--- config.mk ---
export PLATFORM = sky130hd
export DESIGN_NAME = ctr_msr_unit
export DESIGN_NICKNAME = d
export VERILOG_FILES = /design/src/rtl/ctr_msr_pkg.sv /design/src/rtl/ctr_msr_decode.sv /design/src/rtl/ctr_msr_counter.sv /design/src/rtl/ctr_msr_gate.sv /design/src/rtl/ctr_msr_rdport.sv /design/src/rtl/ctr_msr_unit.sv
export SDC_FILE = /design/constraint.sdc
export NUM_CORES = 1
export LEC_CHECK = 0
export ABC_AREA = 1
export BUFFER_PORTS_ARGS = -buffer_cell sky130_fd_sc_hd__buf_2
export CAP_MARGIN = 0
export CORE_ASPECT_RATIO = 0.5
export CORE_MARGIN = 8
export CORE_UTILIZATION = 28
export DETAILED_ROUTE_END_ITERATION = 8
export SETUP_SLACK_MARGIN = 0.05
export SLEW_MARGIN = 30
export SYNTH_ARGS = -nofsm -noshare
export SYNTH_HDL_FRONTEND = slang
export SYNTH_SLANG_ARGS = --single-unit
--- constraint.sdc ---
create_clock -name clk -period 1.93 [get_ports clk]
set_input_delay 0 -clock clk [delete_from_list [all_inputs] [get_ports clk]]
set_output_delay 0 -clock clk [all_outputs]
set_load 0.005 [all_outputs]
--- src/rtl/ctr_msr_pkg.sv ---
package ctr_msr_pkg;

    // Read-side states of the register port
    typedef enum logic [1:0] {
        RD_IDLE = 2'd0,
        RD_DATA = 2'd1,
        RD_ERR  = 2'd2
    } rd_state_e;

    // Result of address decode
    typedef enum logic [1:0] {
        SEL_NONE = 2'd0,
        SEL_TSC  = 2'd1,
        SEL_EVT  = 2'd2
    } reg_sel_e;

endpackage

--- src/rtl/ctr_msr_decode.sv ---
module ctr_msr_decode
    import ctr_msr_pkg::*;
#(
    parameter int unsigned        ADDR_W   = 32,
    parameter logic [ADDR_W-1:0]  TSC_ADDR = 'h10,
    parameter logic [ADDR_W-1:0]  EVT_ADDR = 'hC1
) (
    input  logic [ADDR_W-1:0] addr,
    output reg_sel_e          sel
);

    always_comb begin
        if (addr == TSC_ADDR) begin
            sel = SEL_TSC;
        end else if (addr == EVT_ADDR) begin
            sel = SEL_EVT;
        end else begin
            sel = SEL_NONE;
        end
    end

endmodule

--- src/rtl/ctr_msr_counter.sv ---
module ctr_msr_counter #(
    parameter int unsigned W = 64
) (
    input  logic         clk,
    input  logic         rst_n,
    input  logic         load,
    input  logic [W-1:0] load_val,
    input  logic         inc,
    output logic [W-1:0] cnt
);

    // Load has priority over the step; the step wraps silently.
    always_ff @(posedge clk or negedge rst_n) begin
        if (!rst_n) begin
            cnt <= '0;
        end else if (load) begin
            cnt <= load_val;
        end else if (inc) begin
            cnt <= cnt + 1'b1;
        end
    end

endmodule

--- src/rtl/ctr_msr_gate.sv ---
module ctr_msr_gate #(
    parameter int unsigned NUM_MODES = 3
) (
    input  logic [NUM_MODES-1:0] mode_active,
    input  logic [NUM_MODES-1:0] mode_hold,
    output logic                 run
);

    logic [NUM_MODES-1:0] blocked;

    for (genvar i = 0; i < NUM_MODES; i++) begin : g_mode
        assign blocked[i] = mode_active[i] & mode_hold[i];
    end

    assign run = ~(|blocked);

endmodule

--- src/rtl/ctr_msr_rdport.sv ---
module ctr_msr_rdport
    import ctr_msr_pkg::*;
#(
    parameter int unsigned DATA_W = 64
) (
    input  logic              clk,
    input  logic              rst_n,
    input  logic              rd_en,
    input  reg_sel_e          sel,
    input  logic [DATA_W-1:0] tsc_view,
    input  logic [DATA_W-1:0] evt_view,
    output logic [DATA_W-1:0] rd_data,
    output logic              rd_err
);

    rd_state_e         state_q;
    rd_state_e         state_d;
    logic [DATA_W-1:0] mux_val;
    logic [DATA_W-1:0] cap_q;

    always_comb begin
        unique case (sel)
            SEL_TSC: mux_val = tsc_view;
            SEL_EVT: mux_val = evt_view;
            default: mux_val = '0;
        endcase
    end

    // Next-state logic
    always_comb begin
        state_d = RD_IDLE;
        if (rd_en) begin
            state_d = (sel == SEL_NONE) ? RD_ERR : RD_DATA;
        end
    end

    // State register
    always_ff @(posedge clk or negedge rst_n) begin
        if (!rst_n) begin
            state_q <= RD_IDLE;
        end else begin
            state_q <= state_d;
        end
    end

    // Captured read value
    always_ff @(posedge clk or negedge rst_n) begin
        if (!rst_n) begin
            cap_q <= '0;
        end else if (rd_en) begin
            cap_q <= mux_val;
        end
    end

    // Outputs
    always_comb begin
        unique case (state_q)
            RD_DATA: begin
                rd_data = cap_q;
                rd_err  = 1'b0;
            end
            RD_ERR: begin
                rd_data = '0;
                rd_err  = 1'b1;
            end
            default: begin
                rd_data = '0;
                rd_err  = 1'b0;
            end
        endcase
    end

endmodule

--- src/rtl/ctr_msr_unit.sv ---
module ctr_msr_unit
    import ctr_msr_pkg::*;
#(
    parameter int unsigned       ADDR_W    = 32,
    parameter int unsigned       DATA_W    = 64,
    parameter int unsigned       EVT_W     = 40,
    parameter int unsigned       NUM_MODES = 3,
    parameter logic [ADDR_W-1:0] TSC_ADDR  = 'h10,
    parameter logic [ADDR_W-1:0] EVT_ADDR  = 'hC1
) (
    input  logic                 clk,
    input  logic                 rst_n,
    input  logic [ADDR_W-1:0]    addr,
    input  logic                 wr_en,
    input  logic [DATA_W-1:0]    wr_data,
    input  logic                 rd_en,
    output logic [DATA_W-1:0]    rd_data,
    output logic                 rd_err,
    input  logic [NUM_MODES-1:0] mode_active,
    input  logic [NUM_MODES-1:0] mode_hold,
    input  logic                 evt_pulse,
    input  logic                 evt_enable
);

    localparam int unsigned LO_W  = DATA_W / 2;
    localparam int unsigned PAD_W = DATA_W - EVT_W;

    reg_sel_e          sel;
    logic              tsc_run;
    logic              tsc_load;
    logic              evt_load;
    logic              evt_inc;
    logic [DATA_W-1:0] tsc_load_val;
    logic [DATA_W-1:0] tsc_q;
    logic [EVT_W-1:0]  evt_q;
    logic [DATA_W-1:0] evt_view;

    ctr_msr_decode #(
        .ADDR_W   (ADDR_W),
        .TSC_ADDR (TSC_ADDR),
        .EVT_ADDR (EVT_ADDR)
    ) u_decode (
        .addr (addr),
        .sel  (sel)
    );

    ctr_msr_gate #(
        .NUM_MODES (NUM_MODES)
    ) u_gate (
        .mode_active (mode_active),
        .mode_hold   (mode_hold),
        .run         (tsc_run)
    );

    assign tsc_load     = wr_en && (sel == SEL_TSC);
    assign evt_load     = wr_en && (sel == SEL_EVT);
    assign evt_inc      = evt_pulse && evt_enable;
    assign tsc_load_val = {{(DATA_W-LO_W){1'b0}}, wr_data[LO_W-1:0]};

    ctr_msr_counter #(
        .W (DATA_W)
    ) u_tsc (
        .clk      (clk),
        .rst_n    (rst_n),
        .load     (tsc_load),
        .load_val (tsc_load_val),
        .inc      (tsc_run),
        .cnt      (tsc_q)
    );

    ctr_msr_counter #(
        .W (EVT_W)
    ) u_evt (
        .clk      (clk),
        .rst_n    (rst_n),
        .load     (evt_load),
        .load_val (wr_data[EVT_W-1:0]),
        .inc      (evt_inc),
        .cnt      (evt_q)
    );

    assign evt_view = {{PAD_W{1'b0}}, evt_q};

    ctr_msr_rdport #(
        .DATA_W (DATA_W)
    ) u_rdport (
        .clk      (clk),
        .rst_n    (rst_n),
        .rd_en    (rd_en),
        .sel      (sel),
        .tsc_view (tsc_q),
        .evt_view (evt_view),
        .rd_data  (rd_data),
        .rd_err   (rd_err)
    );

endmodule

==> summary.md <==
| Metric | Value |
|---|---|
| Clk sinks | 170 |
| Chain of cells forming the critical path | ha_1 -> inv_1 -> nor2_4 -> nand3_2 -> nor3_4 -> buf_4 -> nand2_1 -> o21ai_0 -> a21oi_1 |
| Max Freq | around 0.55 GHz |
| Buffers on Ports | roughly 150 |
| Max FO, Critical Path | 5 |
| Final count of negative-setup-slack endpoints | 0 |
| Total core area | ~39,000 sq um |
| Total number of vias | roughly 12,000 |
| Initial antenna violation count | 0 |
| Worst-Skew Late Latency | about 450 ps |
| P per Cell Area | a little over 600 nW/um^2 |
| CTS buffer count | 17 |
| Slew @ Worst Pin | 887 ps |
| Buffer type at the clock tree root | clkbuf_16 |
| Die height | 157 um |
| Max Slew Vio Count | 0 |
| Total gr overflow | 0 |
| Multiplexer share of the synthesized area | 0 |
| Placed wire-length estimate | approximately 32,000 um |
| Sequential cell area fraction in the yosys report | 0.381 |
| Worst Setup Path Type | register to register |
| Area leader, netlist | dfrtp_1 |
| Setup_tns | 0 ps |
| Mapped Area | 11,200 sq um |
| Synth Area in Adders | 0.00224 |
| Setup crit end kind | register |
| Worst setup margin | 128 ps |
| LEAKAGE | between 6 and 7 nW |
| First-pass GRT wire length | approximately 64,000 um |
| XOR/XNOR Fraction of Synth Area | 0.0384 |
| Max_cap viols | 0 |
| Slowest CP cell | dfrtp_1 |
| Wirelength per Cell | ~17 um |
| Layout net count | 2,080 |
| Post-route ant nets | 0 |
| Cell area after layout | around 14,000 sq um |
| Multi-input logic area | around 6000 sq um |
| Worst rel slew slack | 0.406 |
| Period utilization | 0.934 |
| Post-Synth Simple-Gate Area | 0.421 |
| Number of global-route vias before repair | around 11,000 |
| Ports | about 170 |
| Clock transition at the registers of the reported paths | 70 ps |
| Synthesized Nets | 1,855 |
| Maximum vdd drop | approximately 450 uV |
| Hold WC Path Type | primary input to asynchronous set/reset pin |
| # fillers | 4,225 |
| Total Wirelength | 41,500 um |
| Placed insts | roughly 2,400 |
| Yosys top cell area share | 0.381 |
| Max Root-Sink Buffers | 2 |
| Placement Setup Slack | slightly below 60 ps |
| WP data arrival | 2140 ps |
| # rows | 51 |
| Crit path required time | approximately 2300 ps |
| Initial cell density of the core | 0.286 |
| Ant. Diodes | 0 |
| Mapped Cells | ~1,700 |
| Setup Skew | ~12 ps |
| DRC viols | 0 |
| Final hold vios | 0 |
| All-Layer GR Usage | 0.174 |
| Share of layout cells above drive strength 1 | 0.156 |
| Register area | approximately 4300 sq um |
| Crit path launch type | register |
| Synth warn | 0 |
| Largest family of logic cells by synthesized area | simple AND/OR/NAND/NOR gates |
| First drt pass iteration count | 8 |
| Register bit total from synthesis | between 150 and 200 |
| DRT iter0 DRCs | between 1,000 and 1,500 |
| Die ar. | approximately 47,000 sq um |
| Fin cells | ~2,500 |
| Status | finished clean |
| Number of vias per cell | 4.73 |
| H-tree levels | 4 |
| Area after DPL | around 13,000 sq um |
| Netlist cell types | 35 |
| Final Wtd Congestion | around 0.94 |
| CP peak stage delay | roughly 420 ps |
| Compound-cell area share of the yosys netlist | 0.0629 |
| RSZ-0062 raised after global routing | true |
| CTS tree | built |
| Fin crit period | about 1800 ps |
| Top post-synthesis cells by area | dfrtp_1 38%, nand2_1 18%, nor2_1 12% |
| Area Overhead vs Synth | 25.8% |
| Largest net degree at the start of global routing | around 110 |
| Syn Area/Cell | ~6.4 sq um |
| Die X | about 300 um |
## sequential cells by signal (all words and copies together) (netlist names)
name	flops
u_tsc.cnt	64
u_rdport.cap_q	64
u_evt.cnt	40
u_rdport.state_q	2
## placed cells by master (no fill, tap or decap), types with 3 or more instances in the layout
cell type	Yosys	final
a21oi_1	17	17
a21oi_2	3	3
a31oi_1	26	26
buf_12	0	8
buf_2	15	146
buf_4	3	70
clkbuf_16	0	17
clkinv_1	3	3
clkinvlp_4	0	4
dfrtp_1	170	168
dlygate4sd3_1	0	41
inv_1	203	203
inv_2	3	3
inv_6	0	5
nand2_1	523	521
nand2_2	5	7
nand3_1	159	157
nand3_2	2	4
nand3b_1	3	3
nand4_1	42	42
nor2_1	369	353
nor2_2	8	18
nor2_4	7	13
nor3_1	9	8
o21ai_0	22	20
o21ai_1	22	24
o21bai_1	7	7
o22ai_1	25	25
xnor2_1	7	7
xor2_1	42	42
## metrics by stage
stage,utilization,power [mW],hold slack [ps]
after global routing,0.360,8.83,59.4
after detailed placement,0.331,4.99,-38.4
final,0.360,8.48,48.5
after floorplan,-,4.48,-296
after global placement,0.331,4.98,-38.6
after CTS,0.356,8.51,40.0
## report_power, final
| part | switching [mW] | internal (mW) | total (mW) | leakage, nW |
|---|---|---|---|---|
| Combinational | 0.645 | 0.460 | 1.11 | 4.29 |
| Sequential | 0.197 | 3.73 | 3.93 | 2.18 |
| Clock | 1.64 | 1.81 | 3.45 | 0.266 |
| Total | 2.49 | 6.00 | 8.48 | 6.73 |
## cells in the mapped netlist
| cell | number |
|---|---|
| a21oi_1 | 17 |
| a21oi_2 | 3 |
| a31oi_1 | 26 |
| and2_1 | 1 |
| buf_1 | 7 |
| buf_2 | 15 |
| buf_4 | 3 |
| buf_6 | 3 |
| clkbuf_1 | 32 |
| clkinv_1 | 3 |
| dfrtp_1 | 170 |
| ha_1 | 2 |
| inv_1 | 203 |
| inv_2 | 3 |
| nand2_1 | 523 |
| nand2_2 | 5 |
| nand3_1 | 159 |
| nand3_2 | 2 |
| nand3b_1 | 3 |
| nand4_1 | 42 |
| nand4_2 | 1 |
| nor2_1 | 369 |
| nor2_2 | 8 |
| nor2_4 | 7 |
| nor3_1 | 9 |
| nor3_2 | 1 |
| nor3b_1 | 1 |
| o21ai_0 | 22 |
| o21ai_1 | 22 |
| o21bai_1 | 7 |
| o22ai_1 | 25 |
| or2_0 | 1 |
| or2_2 | 1 |
| xnor2_1 | 7 |
| xor2_1 | 42 |
## cell families after synthesis
kind of cell    count (synthesis)
compound gates                122
xor+xnor                       49
fa+ha+maj                       2
buf+inv                       269
flops                         170
simple gates                 1133
## repair_timing
action | CTS | global route
endpoints found under the hold margin | 242 | 0
pin swaps | 0 | 6
gates cloned | 0 | 0
setup buffers | 0 | 6
setup endpoints to repair | 1 | 36
resized for setup | 1 | 28
hold buffers | 41 | 0
## per-layer routing
layer | global-route usage | up-vias | wire (um)
met2 | 0.292 | 353 | 19400
li1 | - | 5917 | -
met1 | 0.226 | 5563 | 18600
met3 | 0.0352 | 53 | 2510
met4 | 0.0523 | 0 | 951
met5 | 0 | - | 0
## worst max-delay path: cells and delay by family, from the launching register on
kind            cells  cell delay, ps
compound gates      2             220
fa+ha+maj           1             200
buf+inv             2             250
simple gates        4             610
flops               1             420
## final timing paths
check / startpoint / to / slack (ps) / cells after the start
max: u_tsc.cnt[1] / u_tsc.cnt[34] / 130 / 9
min: rst_n / u_rdport.cap_q[47] / 50 / 2
min in group clk: addr[5] / u_rdport.cap_q[6] / 60 / 6
max reg2reg: u_tsc.cnt[1] / u_tsc.cnt[34] / 130 / 9
min reg2reg: u_rdport.cap_q[34] / u_rdport.cap_q[34] / 480 / 2
max in group asynchronous: rst_n / u_tsc.cnt[11] / 1240 / 3
## area by class of cell
class,count,area share
repair buffers,266,0.131
well taps,530,0.0471
multi-input cells,1306,0.424
clock buffers,18,0.0305
clock inverters,14,0.00978
flip-flops and latches,170,0.303
inverters,209,0.0558
(Power assumes the default switching activity.)
